<file path="config.mk">
export PLATFORM = sky130hd
export DESIGN_NAME = mag_cmp8
export DESIGN_NICKNAME = d
export VERILOG_FILES = /design/src/rtl/cmp_pkg.sv /design/src/rtl/cmp_bit_match.sv /design/src/rtl/cmp_eq_section.sv /design/src/rtl/cmp_gt_section.sv /design/src/rtl/mag_cmp8.sv
export SDC_FILE = /design/constraint.sdc
export NUM_CORES = 1
export LEC_CHECK = 0
export BUFFER_PORTS_ARGS = -buffer_cell sky130_fd_sc_hd__clkbuf_2
export CAP_MARGIN = 20
export CORE_AREA = 2 2 39 41
export DETAILED_ROUTE_END_ITERATION = 12
export DIE_AREA = 0 0 41 43
export PLACE_DENSITY = 0.43
export SLEW_MARGIN = 20
export SYNTH_ARGS = -nofsm -noshare
export SYNTH_HDL_FRONTEND = slang
export SYNTH_HIERARCHICAL = 1
export SYNTH_SLANG_ARGS = --single-unit
</file>
<file path="constraint.sdc">
create_clock -name vclk -period 1
set_input_delay 0.05 -clock vclk [all_inputs]
set_output_delay 0.05 -clock vclk [all_outputs]
set_load 0.05 [all_outputs]
</file>
<file path="src/rtl/cmp_pkg.sv">
package cmp_pkg;
    localparam int CMP_W = 8;

    typedef struct packed {
        logic eq_n;
        logic gt_n;
    } cmp_flags_t;
endpackage

</file>
<file path="src/rtl/cmp_bit_match.sv">
module cmp_bit_match #(
    parameter int WIDTH = 8
) (
    input  logic [WIDTH-1:0] a_i,
    input  logic [WIDTH-1:0] b_i,
    output logic [WIDTH-1:0] match_o
);
    for (genvar i = 0; i < WIDTH; i++) begin : g_bit
        assign match_o[i] = ~(a_i[i] ^ b_i[i]);
    end
endmodule

</file>
<file path="src/rtl/cmp_eq_section.sv">
module cmp_eq_section #(
    parameter int WIDTH = 8
) (
    input  logic [WIDTH-1:0] match_i,
    input  logic             en_n_i,
    output logic             eq_n_o
);
    logic all_match;

    always_comb begin
        all_match = &match_i;
        // NAND of the match bits with the active-high form of the enable
        eq_n_o    = ~(all_match & ~en_n_i);
    end
endmodule

</file>
<file path="src/rtl/cmp_gt_section.sv">
module cmp_gt_section #(
    parameter int WIDTH = 8
) (
    input  logic [WIDTH-1:0] a_i,
    input  logic [WIDTH-1:0] b_i,
    input  logic [WIDTH-1:0] match_i,
    input  logic             en_n_i,
    output logic             gt_n_o
);
    logic [WIDTH-1:0] upper_eq;
    logic [WIDTH-1:0] term;

    for (genvar k = 0; k < WIDTH; k++) begin : g_term
        if (k == WIDTH - 1) begin : g_top
            assign upper_eq[k] = 1'b1;
        end else begin : g_low
            assign upper_eq[k] = &match_i[WIDTH-1:k+1];
        end
        // one AND term per position, wider toward the LSB
        assign term[k] = a_i[k] & ~b_i[k] & upper_eq[k] & ~en_n_i;
    end

    always_comb begin
        gt_n_o = ~(|term);
    end

    // the positional terms are mutually exclusive
    always_comb begin
        p_single_term_r9: assert ($onehot0(term))
            else $error("R9: more than one greater term active");
    end
endmodule

</file>
<file path="src/rtl/mag_cmp8.sv">
module mag_cmp8 #(
    parameter int WIDTH = cmp_pkg::CMP_W
) (
    input  logic [WIDTH-1:0] p_in,
    input  logic [WIDTH-1:0] q_in,
    input  logic             eq_en_n,
    input  logic             gt_en_n,
    output logic             eq_out_n,
    output logic             gt_out_n
);
    import cmp_pkg::*;

    logic [WIDTH-1:0] match_vec;
    logic             eq_n_raw;
    logic             gt_n_raw;
    cmp_flags_t       flags_d;

    cmp_bit_match #(.WIDTH(WIDTH)) u_match (
        .a_i     (p_in),
        .b_i     (q_in),
        .match_o (match_vec)
    );

    cmp_eq_section #(.WIDTH(WIDTH)) u_eq (
        .match_i (match_vec),
        .en_n_i  (eq_en_n),
        .eq_n_o  (eq_n_raw)
    );

    cmp_gt_section #(.WIDTH(WIDTH)) u_gt (
        .a_i     (p_in),
        .b_i     (q_in),
        .match_i (match_vec),
        .en_n_i  (gt_en_n),
        .gt_n_o  (gt_n_raw)
    );

    always_comb begin
        flags_d      = '0;
        flags_d.eq_n = eq_n_raw;
        flags_d.gt_n = gt_n_raw;
    end

    assign eq_out_n = flags_d.eq_n;
    assign gt_out_n = flags_d.gt_n;

    always_comb begin
        p_excl_flags_r8: assert (eq_out_n | gt_out_n)
            else $error("R8: both flags low");
        p_eq_disabled_r3: assert (!eq_en_n || eq_out_n)
            else $error("R3: equal flag low while disabled");
        p_gt_disabled_r6: assert (!gt_en_n || gt_out_n)
            else $error("R6: greater flag low while disabled");
        p_eq_valid_r1: assert (eq_out_n || (p_in == q_in))
            else $error("R2: equal flag low on differing operands");
        p_gt_valid_r4: assert (gt_out_n || (p_in > q_in))
            else $error("R5: greater flag low with P not above Q");
    end
endmodule

</file>
Word level (Yosys, flattened, before mapping)

Index checks and enable logic that the tools add are counted.

Bits in registers: 0
Input bits: 18
Word-level logic and storage cells: 60

Bitwise gates (word level): 52
Reductions and logical operators: 8

Operators by type and width:

| kind              | count |
|---|---|
| $and A1 B1 Y1     | 24 |
| $not A1 Y1        | 20 |
| $reduce_and A8 Y1 | 1 |
| $reduce_or A8 Y1  | 1 |
| $xor A1 B1 Y1     | 8 |
| $reduce_and A7 Y1 | 1 |
| $reduce_and A6 Y1 | 1 |
| $reduce_and A5 Y1 | 1 |
| $reduce_and A4 Y1 | 1 |
| $reduce_and A3 Y1 | 1 |
| $reduce_and A2 Y1 | 1 |

Depth between registers and ports, before layout

Depth after elaboration: 7
Depth in mapped cells: 5
Depth with buffers taken out: 5

Modules after synthesis

Netlist, hierarchy kept.

Modules (own cells, without submodules):

| module         | times used | cells each | area an instance (um^2) | seq. area each (um^2) |
|---|---|---|---|---|
| cmp_gt_section | 1          | 16         | 106.4                   | 0.0 |
| cmp_bit_match  | 1          | 8          | 70.1                    | 0.0 |
| cmp_eq_section | 1          | 3          | 22.5                    | 0.0 |

Worst setup path before layout

OpenSTA, ideal clock, no wires.

Path kind: input -> output
Start point: input port q_in[3]
End point: output port gt_out_n
Data arrival time: 1.039 ns
Data required time: 0.950 ns
Slack: -0.089 ns
Stages on the path: 5
Buffers on the path: 0
Path through: xnor2_1 -> nand4_1 -> nor3b_2 -> a211oi_1 -> o22a_1

Cells in the longest elaborated chain, start to end: 7
Elaborated cells between the ends (all ways): 17
Those cells by class: bitwise (13); reduce/logical (4)

RTL lines:

| element                                         | line                 | source |
|---|---|---|
| start, declared                                 | mag_cmp8.sv:5        | `input logic [WIDTH-1:0] q_in,` |
| $xor A1 B1 Y1                                   | cmp_bit_match.sv:9   | `assign match_o[i] = ~(a_i[i] ^ b_i[i]);` |
| $not A1 Y1                                      | cmp_bit_match.sv:9   |  |
| $reduce_and A7 Y1, or another cell as far along | cmp_gt_section.sv:17 | `assign upper_eq[k] = &match_i[WIDTH-1:k+1];` |
| $and A1 B1 Y1 (2 in series)                     | cmp_gt_section.sv:20 | `assign term[k] = a_i[k] & ~b_i[k] & upper_eq[k] & ~en_n_i;` |
| $reduce_or A8 Y1 *                              | cmp_gt_section.sv:24 | `gt_n_o = ~(\|term);` |
| $not A1 Y1 *                                    | cmp_gt_section.sv:24 |  |
| end, declared                                   | mag_cmp8.sv:9        | `output logic gt_out_n` |

Every way passes the cells marked *; elsewhere a longest branch is shown, timed or not.

Worst setup path in the final report

Start point: input port p_in[2]
End point: output port gt_out_n

Cells in the longest elaborated chain, start to end: 7
Elaborated cells between the ends (all ways): 13
Those cells by class: bitwise (10); reduce/logical (3)

RTL lines:

| element                                                       | line                 | source |
|---|---|---|
| start, declared                                               | mag_cmp8.sv:4        | `input logic [WIDTH-1:0] p_in,` |
| $xor A1 B1 Y1 *                                               | cmp_bit_match.sv:9   |  |
| $not A1 Y1 *                                                  | cmp_bit_match.sv:9   |  |
| via match_vec[2]                                              | mag_cmp8.sv:13       | `logic [WIDTH-1:0] match_vec;` |
| $reduce_and A7 Y1 / $reduce_and A6 Y1 (equally long branches) | cmp_gt_section.sv:17 |  |
| $and A1 B1 Y1 (2 in series)                                   | cmp_gt_section.sv:20 |  |
| $reduce_or A8 Y1 *                                            | cmp_gt_section.sv:24 |  |
| $not A1 Y1 *                                                  | cmp_gt_section.sv:24 |  |

Mark *: on every way through the listed nets, which the timed path passes. The rest lies on a longest branch.

==> summary.md <==
| Metric | Value |
|---|---|
| Die Ht | `43 µm` |
| Congestion Overflow GR | `0` |
| Final period util | `116%` |
| RSZ-0062 raised after global routing | `true` |
| Die ar. | `0.00176 mm²` |
| Synth cell types | `14` |
| Synth area leaders | `xnor2_1, nand4b_1, nand4_1` |
| Largest net degree at the start of global routing | `5` |
| Worst min path class | `input pin to output port` |
| Relative slew slack | `85.4%` |
| Dpl cell area | `350 µm²` |
| Hold path startpoint | `gt_en_n` |
| Area leader, netlist | `xnor2_1` |
| Failing checks | `setup timing` |
| I/O Pins | `20` |
| FF/Latch Area | `0 µm²` |
| Final setup margin | `-0.160 ns` |
| Crit end category | `output port` |
| Worst-Margin Slew | `0.217 ns` |
| Number of global-route vias before repair | `293` |
| Critical path type | `input pin to output port` |
| Vias per Instance | `4.24` |
| Cells after DPL | `66` |
| Final net count | `71` |
| Drt total wl | `616 µm` |
| Final Critical Period | `1.16 ns` |
| Area delta synth->final | `145%` |
| Net Count, Synth | `45` |
| Yosys warnings | `6` |
| Max-cap violations | `0` |
| Fmax | `862 MHz` |
| Final instance area | `487 µm²` |
| Row cnt | `14` |
| Layout clock buffers | `0` |
| Most frequent cell after synthesis | `xnor2_1` |
| Drt drc | `0` |
| Hold Path Sink | `gt_out_n` |
| Synth cell count leaders | `xnor2_1, inv_1, nand4b_1` |
| Layout cells sized above 1 | `62.7%` |
| Worst path arrival time | `1.11 ns` |
| Worst Setup SP | `p_in[2]` |
| Post-synthesis cell area | `199 µm²` |
| Vias | `284` |
| Global-route wire length before repair | `1030 µm` |
| P_leak | `0.219 nW` |
| Final Setup Violations | `2` |
| Number of diodes | `0` |
| CP Launch Type | `input pin` |
| IO buf count | `20` |
| Mapped Cells | `27` |
| Final RePlAce weighted congestion | `0.658` |
| Worst vdd ir | `0.229 mV` |
| Hold Slack | `0.483 ns` |
| Setup TNS | `-0.169 ns` |
| Max-slew violation count | `0` |
| Routed length per instance | `9.19 µm` |
| Final Hold Fails | `0` |
| Pre-antenna DRT Iters | `2` |
| Total global-route track usage | `7.70%` |
| PwrDens | `480 mW/mm²` |
| Pre-CTS setup slack | `-0.345 ns` |
| Synth Area per Inst | `7.37 µm²` |
| Final HPWL DP | `488 µm` |
| Hold depth | `3` |
| Core area | `0.00138 mm²` |
| Post-synth top area share | `35.2%` |
| Seq cells | `0` |
| Initial core utilization | `14.4%` |
| Overall die width | `41 µm` |
| WP data required | `0.95 ns` |
| Worst-path fanout max | `3` |
| Initial antenna violation count | `0` |
| Fill cell count | `157` |
| Antenna-violating nets left | `0` |
| Register area share after synthesis | `0%` |
| Status | `finished with violations` |
| Non-filler cells, final | `67` |
| Drt initial violations | `2` |
## metrics by stage
| step | total power, mW | util, % |
|---|---|---|
| after floorplan | 0.0843 | - |
| after global placement | 0.159 | 25.3 |
| after detailed placement | 0.159 | 25.3 |
| after CTS | 0.192 | 29.9 |
| after global routing | 0.252 | 35.2 |
| final | 0.233 | 35.2 |
## final cells by class
cell class,instances,area [µm²],share of cell area (%)
Tap cell,16,20.0,4.11
Timing Repair Buffer,24,190,39.1
Multi-Input combinational cell,24,265,54.5
Inverter,3,11.3,2.31
## worst max-delay path: stages
cell and delay (ns):
buf_4 0.13, xnor2_4 0.18, nand4_1 0.11, nor3b_2 0.22, a211oi_2 0.05, o22a_2 0.22, buf_8 0.15
## metal layers
layer | up-vias | wire length [µm] | GRT usage (%)
met5 | - | 0 | 0
li1 | 150 | - | -
met4 | 0 | 0 | 0
met1 | 124 | 225 | 8.25
met2 | 10 | 342 | 15.9
met3 | 0 | 49 | 0
## where the power goes
group / switching [mW] / leakage, nW / total, mW / internal (mW)
sequential: 0 / 0 / 0 / 0
combinational: 0.0943 / 0.219 / 0.233 / 0.139
clock: 0 / 0 / 0 / 0
total: 0.0943 / 0.219 / 0.233 / 0.139
## kinds of logic (layout without fill, tap and decap cells)
| group | count (synthesis) | count (layout) | share of synthesized area, % |
|---|---|---|---|
| XOR/XNOR | 8 | 8 | 35.2 |
| buffers and inverters | 3 | 27 | 5.66 |
| AND/OR/NAND/NOR | 10 | 10 | 40.9 |
| AO/OA/AOI/OAI | 6 | 6 | 18.2 |
## how the worst max path moves through the flow
stage	to	cells after the start
2_1_floorplan	gt_out_n	5
3_3_place_gp	gt_out_n	7
3_5_place_dp	gt_out_n	7
4_1_cts	gt_out_n	7
5_1_grt	gt_out_n	7
6_report	gt_out_n	7
## repair_timing
action                                  in CTS  in global routing
endpoints found under the setup margin       2                  2
buffers inserted                             0                  1
resized for setup                           10                 19
hold buffers                                 0                  0
cloned                                       0                  0
pin swaps                                    3                  7
## placed cells by master (no fill, tap or decap), drive strengths merged
| master | count |
|---|---|
| a211oi | 1 |
| a21oi | 1 |
| and3 | 1 |
| and4b | 1 |
| buf | 9 |
| clkbuf | 15 |
| inv | 3 |
| nand3b | 1 |
| nand4 | 2 |
| nand4b | 3 |
| nor2b | 1 |
| nor3b | 1 |
| o21ai | 3 |
| o22a | 1 |
| xnor2 | 8 |
Power figures use the tool's default switching activity.
